**config.mk**
```make
export PLATFORM = sky130hd
export DESIGN_NAME = pio_credit_bank
export DESIGN_NICKNAME = d
export VERILOG_FILES = /design/src/rtl/pio_credit_pkg.sv /design/src/rtl/pio_credit_entry.sv /design/src/rtl/pio_credit_rdsel.sv /design/src/rtl/pio_credit_bank.sv
export SDC_FILE = /design/constraint.sdc
export NUM_CORES = 1
export LEC_CHECK = 0
export ABC_AREA = 1
export BUFFER_PORTS_ARGS = -buffer_cell sky130_fd_sc_hd__buf_2
export CAP_MARGIN = 20
export CORE_ASPECT_RATIO = 2
export CORE_MARGIN = 2
export CORE_UTILIZATION = 35
export DETAILED_ROUTE_END_ITERATION = 8
export PLACE_DENSITY = 0.56
export SYNTH_ARGS = -nofsm -noshare
export SYNTH_HDL_FRONTEND = slang
export SYNTH_HIERARCHICAL = 1
export SYNTH_SLANG_ARGS = --single-unit
```
**constraint.sdc**
```tcl
create_clock -name clk -period 3.06 [get_ports clk]
set_clock_uncertainty 0.1 [all_clocks]
set_input_delay 0.612 -clock clk [delete_from_list [all_inputs] [get_ports clk]]
set_output_delay 0.612 -clock clk [all_outputs]
set_load 0.02 [all_outputs]
```
**src/rtl/pio_credit_pkg.sv**
```systemverilog
package pio_credit_pkg;
  localparam int REG_W  = 64;
  localparam int CRED_W = 8;
  localparam int FA_W   = 14;
  localparam int FB_W   = 14;
  localparam int MODE_W = 2;
  localparam int UFC_W  = 5;

  // Image bit positions (the image is the software-visible register)
  localparam int P_CRED = 0;
  localparam int P_FA   = 8;
  localparam int P_FB   = 24;
  localparam int P_MODE = 40;
  localparam int P_FLAG = 42;
  localparam int P_UFC  = 43;
  localparam int P_ERR  = 48;
  localparam int P_RDTO = 49;
  localparam int P_SPW  = 50;
  localparam int P_SPR  = 51;
  localparam int P_MULT = 63;

  localparam logic [REG_W-1:0] RSV_MASK = 64'h7FF0_00C0_00C0_0000;

  typedef struct packed {
    logic [CRED_W-1:0] cred;
    logic [FA_W-1:0]   fa;
    logic [FB_W-1:0]   fb;
    logic [MODE_W-1:0] mode;
    logic              flag;
    logic [UFC_W-1:0]  ufc;
    logic              err;
    logic              rdto;
    logic              spw;
    logic              spr;
    logic              mult;
  } entry_t;

  function automatic logic [REG_W-1:0] pack_image(input entry_t e);
    logic [REG_W-1:0] v;
    v = '0;
    v[P_CRED +: CRED_W] = e.cred;
    v[P_FA   +: FA_W]   = e.fa;
    v[P_FB   +: FB_W]   = e.fb;
    v[P_MODE +: MODE_W] = e.mode;
    v[P_FLAG]           = e.flag;
    v[P_UFC  +: UFC_W]  = e.ufc;
    v[P_ERR]            = e.err;
    v[P_RDTO]           = e.rdto;
    v[P_SPW]            = e.spw;
    v[P_SPR]            = e.spr;
    v[P_MULT]           = e.mult;
    return v;
  endfunction

  function automatic logic [CRED_W-1:0] cred_up(input logic [CRED_W-1:0] c);
    return (c == '1) ? c : c + 1'b1;
  endfunction

  function automatic logic [CRED_W-1:0] cred_dn(input logic [CRED_W-1:0] c);
    return (c == '0) ? c : c - 1'b1;
  endfunction

  function automatic logic [UFC_W-1:0] ufc_up(input logic [UFC_W-1:0] c);
    return (c == '1) ? c : c + 1'b1;
  endfunction
endpackage

```
**src/rtl/pio_credit_entry.sv**
```systemverilog
module pio_credit_entry
  import pio_credit_pkg::*;
(
  input  logic             clk,
  input  logic             rst_n,
  input  logic             wr_sel,
  input  logic [REG_W-1:0] wr_data,
  input  logic             req,
  input  logic             rsp,
  input  logic             clr,
  output logic [REG_W-1:0] image,
  output logic             spur_rise,
  output logic             uflow
);
  entry_t            st;
  logic [CRED_W-1:0] shadow;
  logic              inc, dec, evt;
  logic              err_base, mult_base;
  logic [UFC_W-1:0]  ufc_base;

  assign inc       = rsp & ~req;
  assign dec       = req & ~rsp;
  assign spur_rise = ~wr_sel & inc & (st.cred != '1) & ~st.spw
                     & (cred_up(st.cred) > shadow);
  assign uflow     = ~wr_sel & dec & (st.cred == '0);
  assign evt       = spur_rise | uflow;
  assign err_base  = clr ? 1'b0 : st.err;
  assign mult_base = clr ? 1'b0 : st.mult;
  assign ufc_base  = clr ? '0 : st.ufc;
  assign image     = pack_image(st);

  always_ff @(posedge clk) begin
    if (!rst_n) begin
      st     <= '0;
      shadow <= '0;
    end else if (wr_sel) begin
      st.cred <= wr_data[P_CRED +: CRED_W];
      shadow  <= wr_data[P_CRED +: CRED_W];
      st.fa   <= wr_data[P_FA +: FA_W];
      st.fb   <= wr_data[P_FB +: FB_W];
      st.mode <= wr_data[P_MODE +: MODE_W];
      st.flag <= wr_data[P_FLAG];
      st.rdto <= wr_data[P_RDTO];
      st.spr  <= wr_data[P_SPR];
      st.spw  <= 1'b0;
    end else begin
      if (inc)       st.cred <= cred_up(st.cred);
      else if (dec)  st.cred <= cred_dn(st.cred);
      if (spur_rise) st.spw  <= 1'b1;
      st.err  <= err_base | evt;
      st.mult <= mult_base | (evt & err_base);
      st.ufc  <= uflow ? ufc_up(ufc_base) : ufc_base;
      if (clr) begin
        st.rdto <= 1'b0;
        st.spr  <= 1'b0;
      end
    end
  end
endmodule

```
**src/rtl/pio_credit_rdsel.sv**
```systemverilog
module pio_credit_rdsel
  import pio_credit_pkg::*;
#(
  parameter int N_ENT = 9,
  parameter int IDX_W = 4
) (
  input  logic [N_ENT-1:0][REG_W-1:0] images,
  input  logic [IDX_W-1:0]            rd_idx,
  output logic [REG_W-1:0]            rd_data
);
  always_comb begin
    rd_data = '0;
    for (int i = 0; i < N_ENT; i++)
      if (rd_idx == IDX_W'(i)) rd_data = images[i];
  end
endmodule

```
**src/rtl/pio_credit_bank.sv**
```systemverilog
module pio_credit_bank
  import pio_credit_pkg::*;
#(
  parameter int N_ENT = 9,
  parameter int IDX_W = 4
) (
  input  logic             clk,
  input  logic             rst_n,
  input  logic             wr_en,
  input  logic [IDX_W-1:0] wr_idx,
  input  logic [REG_W-1:0] wr_data,
  input  logic [IDX_W-1:0] rd_idx,
  output logic [REG_W-1:0] rd_data,
  input  logic [N_ENT-1:0] req_issue,
  input  logic [N_ENT-1:0] rsp_return,
  input  logic [N_ENT-1:0] err_clr,
  output logic [N_ENT-1:0] spur_flag,
  output logic [N_ENT-1:0] err_flag
);
  logic [N_ENT-1:0][REG_W-1:0] images;
  logic [N_ENT-1:0]            wr_sel;
  logic [N_ENT-1:0]            spur_rise_ev;
  logic [N_ENT-1:0]            uflow_ev;

  for (genvar g = 0; g < N_ENT; g++) begin : g_ent
    assign wr_sel[g] = wr_en && (wr_idx == IDX_W'(g));
    pio_credit_entry u_ent (
      .clk       (clk),
      .rst_n     (rst_n),
      .wr_sel    (wr_sel[g]),
      .wr_data   (wr_data),
      .req       (req_issue[g]),
      .rsp       (rsp_return[g]),
      .clr       (err_clr[g]),
      .image     (images[g]),
      .spur_rise (spur_rise_ev[g]),
      .uflow     (uflow_ev[g])
    );
    assign spur_flag[g] = images[g][P_SPW];
    assign err_flag[g]  = images[g][P_ERR];
  end

  pio_credit_rdsel #(.N_ENT(N_ENT), .IDX_W(IDX_W)) u_rd (
    .images  (images),
    .rd_idx  (rd_idx),
    .rd_data (rd_data)
  );
endmodule

```
======== Word-level counts from Yosys, hierarchy flattened ========
Index checks and enable logic that the tools add are counted.
operators by class
  add/subtract/negate cells ............... 27
  $mul .................................... 0
  divide/modulo/power cells ............... 0
  magnitude comparators ................... 9
  equality and inequality tests ........... 52
  shifts and indexed selects .............. 0
  mux-type cells .......................... 126
  bitwise logic cells ..................... 145
  reductions and logical operators ........ 56
operators by type and width
  cell                                                   count
  2-to-1 mux 64 bit                                      9
  2-to-1 mux 8 bit                                       45
  2-to-1 mux 5 bit                                       27
  AND 1 bit                                              81
  adder 8 x 1 -> 8 bit, second input constant            9
  == test 8 bit, second input constant                   9
  > comparator 8 bit                                     9
  zero test 8 bit                                        9
  inequality test 8 bit, second input constant           9
  subtractor 8 x 1 -> 8 bit, second input constant       9
  adder 5 x 1 -> 5 bit, second input constant            9
  == test 5 bit, second input constant                   9
  inverter 1 bit                                         37
  2-to-1 mux 1 bit                                       36
  == test 4 x 3 -> 1 bit, second input constant          8
  2-to-1 mux 3 bit                                       9
  inequality test 3 x 1 -> 1 bit, second input constant  9
  OR 1 bit                                               27
  nonzero test 3 bit                                     9
  AND reduction 2 bit                                    9
  nonzero test 2 bit                                     9
  OR reduction 2 bit                                     9
  == test 4 x 2 -> 1 bit, second input constant          4
  logical AND 1 bit                                      9
  other kinds (3)                                        6
storage, ports and cells
  flip-flop bits (word level) ............. 513
  bits in latches ......................... 0
  memory bits (writable) .................. 0
  memory bits (read-only) ................. 0
  input port bits ......................... 102
  word-level logic and storage cells ...... 523
  memories ................................ 0

======== Depth between registers and ports, before layout ========
Gate-level depths: netlist of the first run.
  depth in word-level cells ............... 10
  gate-level depth with buffers ........... 19

======== Hierarchy ========
The synthesis of the first run kept the hierarchy.
modules (own cells, without submodules)
  module            instances  cells an instance  area an instance (µm²)
  pio_credit_entry  9          360                2924.1
  pio_credit_rdsel  1          1094               4918.5
  pio_credit_bank   1          21                 82.6

======== Worst setup path after synthesis of the first run ========
OpenSTA, ideal clock, no wires.
  path type ............................... input port to output port
  start ................................... input rd_idx[1]
  end ..................................... output rd_data[10]
  arrival time ............................ 1.773 ns
  required time ........................... 2.348 ns
  slack ................................... 0.575 ns
  stages on the path ...................... 9
  buffers on the path ..................... 2
  cells stage by stage .................... buf_4 > nor2_1 > inv_2 > nor2_4 > clkbuf_1 > nand2_1 > nand4_1 > nand2_1 > nand2_1
between the ends
  longest elaborated chain between the ends .. 10
  elaborated cells on any way between the ends .. 18
  classes of those cells .................. eq/ne (8); mux (9); reduce/logical (1)
ends and longest elaborated chain
  element                         line                    source
  start: declaration              pio_credit_bank.sv:12   input logic [IDX_W-1:0] rd_idx,
  zero test 4 bit                 pio_credit_rdsel.sv:14  if (rd_idx == IDX_W'(i)) rd_data = images[i];
  2-to-1 mux 64 bit (8 in a row)  pio_credit_rdsel.sv:14
  2-to-1 mux 64 bit *             pio_credit_rdsel.sv:14
  end: declaration                pio_credit_bank.sv:13   output logic [REG_W-1:0] rd_data,
Mark *: on every way between the ends. The rest lies on a longest branch, timed or not.

======== Worst setup path in the final report of the first run ========
  start ................................... input rd_idx[0]
  end ..................................... output rd_data[47]
The elaborated chain is that of the path after synthesis.

==> impl_metrics.env, run 1 <==
export IMPL_rsz0062_at_grt="no"
export IMPL_cts_resized=0
export IMPL_cts_hold_buf=0
export IMPL_synth_top_cells_by_count="nand2_1 (885), dfxtp_1 (513), nand3_1 (440), nor2_1 (401), inv_1 (391)"
export IMPL_synthDistinctLibCells=45
export IMPL_via_count=29482
export IMPL_cts_sinks=513
export IMPL_synth_top_area_cell="dfxtp_1"
export IMPL_worstHoldPathType="input port to register"
export IMPL_cp_start_kind="input port"
export IMPL_grt_pass1_wl_um=168000
export IMPL_min_period_over_period_pct=97.8
export IMPL_ff2ff_setup_slack_ps=390
export IMPL_yosys_register_bits=513
export IMPL_port_buffers=160
export IMPL_row_count=155
export IMPL_path_clk_slew_ps=70
export IMPL_drtAntennaViolNets=0
export IMPL_ff2ff_path_depth=19
export IMPL_status="completed"
export IMPL_wl_um=110000
export IMPL_power_density_nw_per_um2=531
export IMPL_yosysMostFrequentCell="nand2_1"
export IMPL_maxCapViolations=0
export IMPL_p_leak_nw=16.5
export IMPL_die_x_um=216
export IMPL_core_sq_um=89000
export IMPL_ys_async_sr_fraction_pct=0
export IMPL_gr_total_overflow=0
export IMPL_synthXorXnorAreaFrac_pct=1.73
export IMPL_hpwl_um=80300
export IMPL_syn_area_sq_um=31300
export IMPL_antenna_found_initial=8
export IMPL_crit_chain="buf_2 -> inv_1 -> nor2_4 -> buf_12 -> nand3_1 -> nand3_1 -> nor2_1 -> buf_4 -> nand4_1 -> nand2_1 -> nand2_1 -> buf_2"
export IMPL_area_growth_pct=13.1
export IMPL_yosys_area_top_type_share_pct=32.8
export IMPL_cts_buffers=52
export IMPL_min_to="g_ent[5].u_ent/image[63]"
export IMPL_preCtsSetupSlack_ps=68.5
export IMPL_vias_per_cell=5.15
export IMPL_synth_edf_count=0
export IMPL_required_ps=2350
export IMPL_first_global_vias=28891
export IMPL_ys_flop_type="dfxtp_1"
export IMPL_grt_max_degree=70
export IMPL_gr_usage_all_layers_pct=23.5
export IMPL_synthCells=4355
export IMPL_htreeDepth=2
export IMPL_holdWs_ps=242
export IMPL_setup_ws_ps=68.4
export IMPL_r2r_end="g_ent[2].u_ent/image[48]"
export IMPL_clk_latency_ps=640
export IMPL_synthAdderAreaFrac_pct=4.31
export IMPL_final_max_slew_viol_count=0
export IMPL_cts_tree="built"
export IMPL_slowest_delay_ps=210
export IMPL_cp_max_fo=19
export IMPL_cts_buffer_depth=3
export IMPL_criticalPathCategory="input port to primary output"
export IMPL_yosysWarnings=6
export IMPL_reg2reg_from="g_ent[2].u_ent/image[0]"
export IMPL_die_area_sq_um=92000
export IMPL_worst_slew_pin_slew_ps=994
export IMPL_start_util_pct=35.2
export IMPL_fmax_mhz=334
export IMPL_syn_area_per_cell_sq_um=7.19
export IMPL_hold_depth=4
export IMPL_avgRoutedWirePerCell_um=19.3
export IMPL_drtIter0Drc=2049
export IMPL_crit_slowest_cell="nor2_1"
export IMPL_synth_simple_gate_area_share_pct=30.9
export IMPL_synthMuxAreaShare_pct=0
export IMPL_setup_tns_final_ps=0
export IMPL_synth_area_leaders="dfxtp_1 (33%), nand2_1 (11%), a22o_1 (7.8%)"
export IMPL_drive_above_1_share_pct=15.4
export IMPL_critPathArrivalTime_ps=2280
export IMPL_final_cells=5726
export IMPL_seq_area_frac_synth_pct=32.8
export IMPL_dp_cells=5624
export IMPL_synth_top_family_by_area="simple AND/OR/NAND/NOR gates"
export IMPL_synth_compound_area_share_pct=17.8
export IMPL_hp_start="err_clr[5]"
export IMPL_post_cts_buffers=0
export IMPL_hold_viol_final=0
export IMPL_gp_congestion=0.948
export IMPL_drcViolationCount=0
export IMPL_relSlewSlack_pct=33.6
export IMPL_post_route_min_period_ps=2990
export IMPL_num_io_pins=184
export IMPL_dr_pass1_iters=5
export IMPL_cp_end_kind="primary output"
export IMPL_irDropWorstVdd_uv=434
export IMPL_fill_cells=9311
export IMPL_cts_root_buf="clkbuf_16"
export IMPL_nets=4711
export IMPL_finalSetupViolCount=0
export IMPL_die_h_um=427
-- metrics by stage --
stage	utilization (%)	instance area, sq um	total power [mW]
finish	39.8	35400	18.8
global route	39.8	35400	19.8
CTS	39.8	35400	19.0
detailed placement	37.7	33600	12.0
global placement	37.7	33600	11.9
floorplan	-	31800	10.6
-- power by group --
| part | total (mW) | leakage, nW | internal [mW] | switching, mW |
|---|---|---|---|---|
| sequential | 7.40 | 4.16 | 6.96 | 0.438 |
| clock | 6.94 | 0.883 | 3.99 | 2.96 |
| combinational | 4.47 | 11.4 | 1.52 | 2.95 |
| total | 18.8 | 16.5 | 12.5 | 6.34 |
-- registers in the layout (all words and copies together) (netlist names) --
signal              flops
g_ent.u_ent/shadow     72
g_ent.u_ent/image     441
-- cells in the final DEF (no fill, tap or decap), drive strengths merged, types with 11 or more instances in the layout --
master,instances
o22ai,45
dfxtp,513
a32o,18
or2,64
nand4,100
a22o,279
conb,135
inv,469
ha,108
clkinv,38
a21oi,208
nor3,11
nand3,449
buf,275
o211ai,18
nand2,967
clkbuf,75
xor2,45
o21ai,211
nor2,469
-- critical path: cells and delay by family --
kind,cells,cell delay (ps)
AND/OR/NAND/NOR,7,850
buffers and inverters,5,800
-- area by class of cell --
cell class                      count  area (sq um)  area share (%)
Clock inverter                     21           284           0.802
Multi-Input combinational cell   3163         17700            50.1
Tap cell                         1177          1470            4.16
Inverter                          496          1960            5.54
Antenna cell                        6          15.0          0.0424
Sequential cell                   513         10300            29.0
Clock buffer                       75          1530            4.32
Timing Repair Buffer              275          2130            6.02
-- per-layer routing --
metal  wire, um  track usage [%]
met3       4710             2.79
met1      40800             24.4
met2      56800             44.3
met5         40                0
met4       7820             15.4
-- kinds of logic after synthesis --
| logic type | after synthesis |
|---|---|
| adders and majority gates | 108 |
| xor gates and xnor gates | 54 |
| AOI/OAI and AO/OA | 806 |
| DFF | 513 |
| and+or+nand+nor | 2060 |
| other | 9 |
| buffers and inverters | 805 |
-- how the worst max path moves through the flow --
stage              start  cells after the start           to
3_5_place_dp   rd_idx[0]                     12  rd_data[49]
5_1_grt        rd_idx[0]                     12  rd_data[49]
2_1_floorplan  rd_idx[1]                      9  rd_data[10]
3_3_place_gp   rd_idx[0]                     12  rd_data[49]
4_1_cts        rd_idx[0]                     12  rd_data[49]
6_report       rd_idx[0]                     12  rd_data[47]
(Power assumes the default switching activity.)
==> run 2: changes to the inputs <==
--- a/config.mk
+++ b/config.mk
@@ -13,7 +13,9 @@
 export CORE_UTILIZATION = 35
 export DETAILED_ROUTE_END_ITERATION = 8
 export PLACE_DENSITY = 0.56
+export SKIP_LAST_GASP = 1
 export SYNTH_ARGS = -nofsm -noshare
 export SYNTH_HDL_FRONTEND = slang
 export SYNTH_HIERARCHICAL = 1
 export SYNTH_SLANG_ARGS = --single-unit
+export TNS_END_PERCENT = 5
==> constraint.sdc (replaced) <==
create_clock -name clk -period 3.06 [get_ports clk]
set_clock_uncertainty 0.1 [all_clocks]
set_input_delay 0.612 -clock clk [delete_from_list [all_inputs] [get_ports clk]]
set_output_delay 0.612 -clock clk [all_outputs]
set_load 0.01 [all_outputs]
==> run 2 against run 1 <==
Compared with the run above: worst hold slack better by 13 ps; register-to-register slack worse by 60 ps; sequential power about the same; sequential share of layout area up 0.13 points; total power down 1.5%; critical path type unchanged; largest power group unchanged.
==> impl_metrics.env, run 2 (synthesized netlist as in run 1, its figures left out) <==
export IMPL_status="completed"
export IMPL_cts_buffer_depth=3
export IMPL_slowest_delay_ps=230
export IMPL_die_x_um=216
export IMPL_num_io_pins=184
export IMPL_die_h_um=427
export IMPL_final_max_slew_viol_count=0
export IMPL_area_growth_pct=12.6
export IMPL_hpwl_um=80300
export IMPL_vias_per_cell=5.18
export IMPL_die_area_sq_um=92000
export IMPL_cts_root_buf="clkbuf_16"
export IMPL_rsz0062_at_grt="no"
export IMPL_htreeDepth=2
export IMPL_antenna_found_initial=6
export IMPL_largest_reg_flops=441
export IMPL_required_ps=2350
export IMPL_fmax_mhz=339
export IMPL_drtAntennaViolNets=0
export IMPL_irDropWorstVdd_uv=461
export IMPL_power_mw=18.5
export IMPL_post_route_min_period_ps=2950
export IMPL_clk_latency_ps=630
export IMPL_hold_viol_final=0
export IMPL_crit_family="buffers and inverters"
export IMPL_setup_tns_final_ps=0
export IMPL_path_clk_slew_ps=60
export IMPL_p_leak_nw=16.4
export IMPL_finalSetupViolCount=0
export IMPL_gr_total_overflow=0
export IMPL_min_period_over_period_pct=96.4
export IMPL_power_density_nw_per_um2=525
export IMPL_drtIter0Drc=1746
export IMPL_worst_slew_pin_slew_ps=931
export IMPL_cp_start_kind="input port"
export IMPL_drive_above_1_share_pct=15.3
export IMPL_final_common_cell="nand2_1"
export IMPL_port_buffers=160
export IMPL_gr_usage_all_layers_pct=23.5
export IMPL_cts_sinks=513
export IMPL_crit_slowest_cell="nor2_4"
export IMPL_start_util_pct=35.2
export IMPL_grt_max_degree=61
export IMPL_row_count=155
export IMPL_critPathArrivalTime_ps=2240
export IMPL_criticalPathCategory="input port to primary output"
export IMPL_critPathBufInv=6
export IMPL_cp_end_kind="primary output"
export IMPL_core_sq_um=89000
export IMPL_maxCapViolations=0
export IMPL_gp_congestion=0.947
export IMPL_via_count=29590
export IMPL_grt_pass1_wl_um=168000
export IMPL_cts_buffers=50
export IMPL_wl_um=110000
export IMPL_cts_tree="built"
export IMPL_worstHoldPathType="input port to register"
export IMPL_crit_chain="buf_2 -> inv_1 -> nor2_4 -> buf_12 -> nand3_1 -> nand3_1 -> nor2_1 -> buf_4 -> nand4_1 -> buf_4 -> nand2_1 -> nand2_1 -> buf_2"
export IMPL_final_cell_mix="nand2_1 (885), dfxtp_1 (513), nand3_1 (439)"
export IMPL_cp_max_fo=16
export IMPL_relSlewSlack_pct=37.8
export IMPL_nets=4708
export IMPL_drcViolationCount=0
export IMPL_dr_pass1_iters=5
export IMPL_avgRoutedWirePerCell_um=19.3
export IMPL_first_global_vias=29261
## run 2: cell count changes in the layout (fill, tap and decap cells not counted), sizes merged
cell | previous run | this run
buf | 275 | 274
bufinv | 6 | 7
clkbuf | 75 | 71
clkinv | 38 | 37
clkinvlp | 4 | 2
diode | 6 | 2
## run 2: worst min-delay path, stage by stage
cell and delay (ps):
buf_2 150, nor2_1 60, nand2_1 50, a21oi_1 50
## run 2: where the power goes
| part | switching [mW] | internal, mW | leakage, nW |
|---|---|---|---|
| Clock | 2.87 | 3.85 | 0.839 |
| Combinational | 2.88 | 1.52 | 11.4 |
| Sequential | 0.450 | 6.96 | 4.16 |
| Total | 6.20 | 12.3 | 16.4 |
## run 2: worst paths after layout
kind	from	slack (ps)	endpoint	cells past startpoint
worst max-delay path	rd_idx[1]	110	rd_data[4]	13
worst min-delay path	err_clr[5]	250	g_ent[5].u_ent/image[63]	4
worst max register to register	g_ent[2].u_ent/image[1]	330	g_ent[2].u_ent/image[48]	19
worst min register to register	g_ent[7].u_ent/image[63]	360	g_ent[7].u_ent/image[63]	2
## run 2: final cells by class
type / count / area (sq um)
fillers: 9359 / 53800
multi-input cells: 3163 / 17700
flip-flops and latches: 513 / 10300
repair buffers: 274 / 2090
inverters: 496 / 1960
well taps: 1177 / 1470
clock buffers: 71 / 1430
clock inverters: 19 / 283
diodes: 2 / 5.00
## run 2: timing repair
item                                    in CTS  in global routing
setup buffers                                0                  0
hold buffers                                 0                  0
endpoints found under the setup margin       0                  1
resized for setup                            0                  1
## run 2: metrics by stage
step	std cells	hold WS (ps)	cell area, sq um	util, %	worst slack [ps]
2_1_floorplan	4481	331	31800	-	637
3_3_place_gp	5623	345	33500	37.7	127
3_5_place_dp	5623	348	33500	37.7	101
4_1_cts	5713	216	35200	39.6	98.6
5_1_grt	5714	246	35300	39.6	15.3
6_report	5715	255	35300	39.6	109
## run 2: per-layer routing
metal | routed length, um | global-route usage, % | vias to the layer above
li1 | - | - | 14519
met1 | 41200 | 24.5 | 14003
met2 | 57800 | 45.2 | 782
met3 | 4440 | 2.71 | 278
met4 | 6800 | 13.4 | 8
met5 | 48 | 0 | -
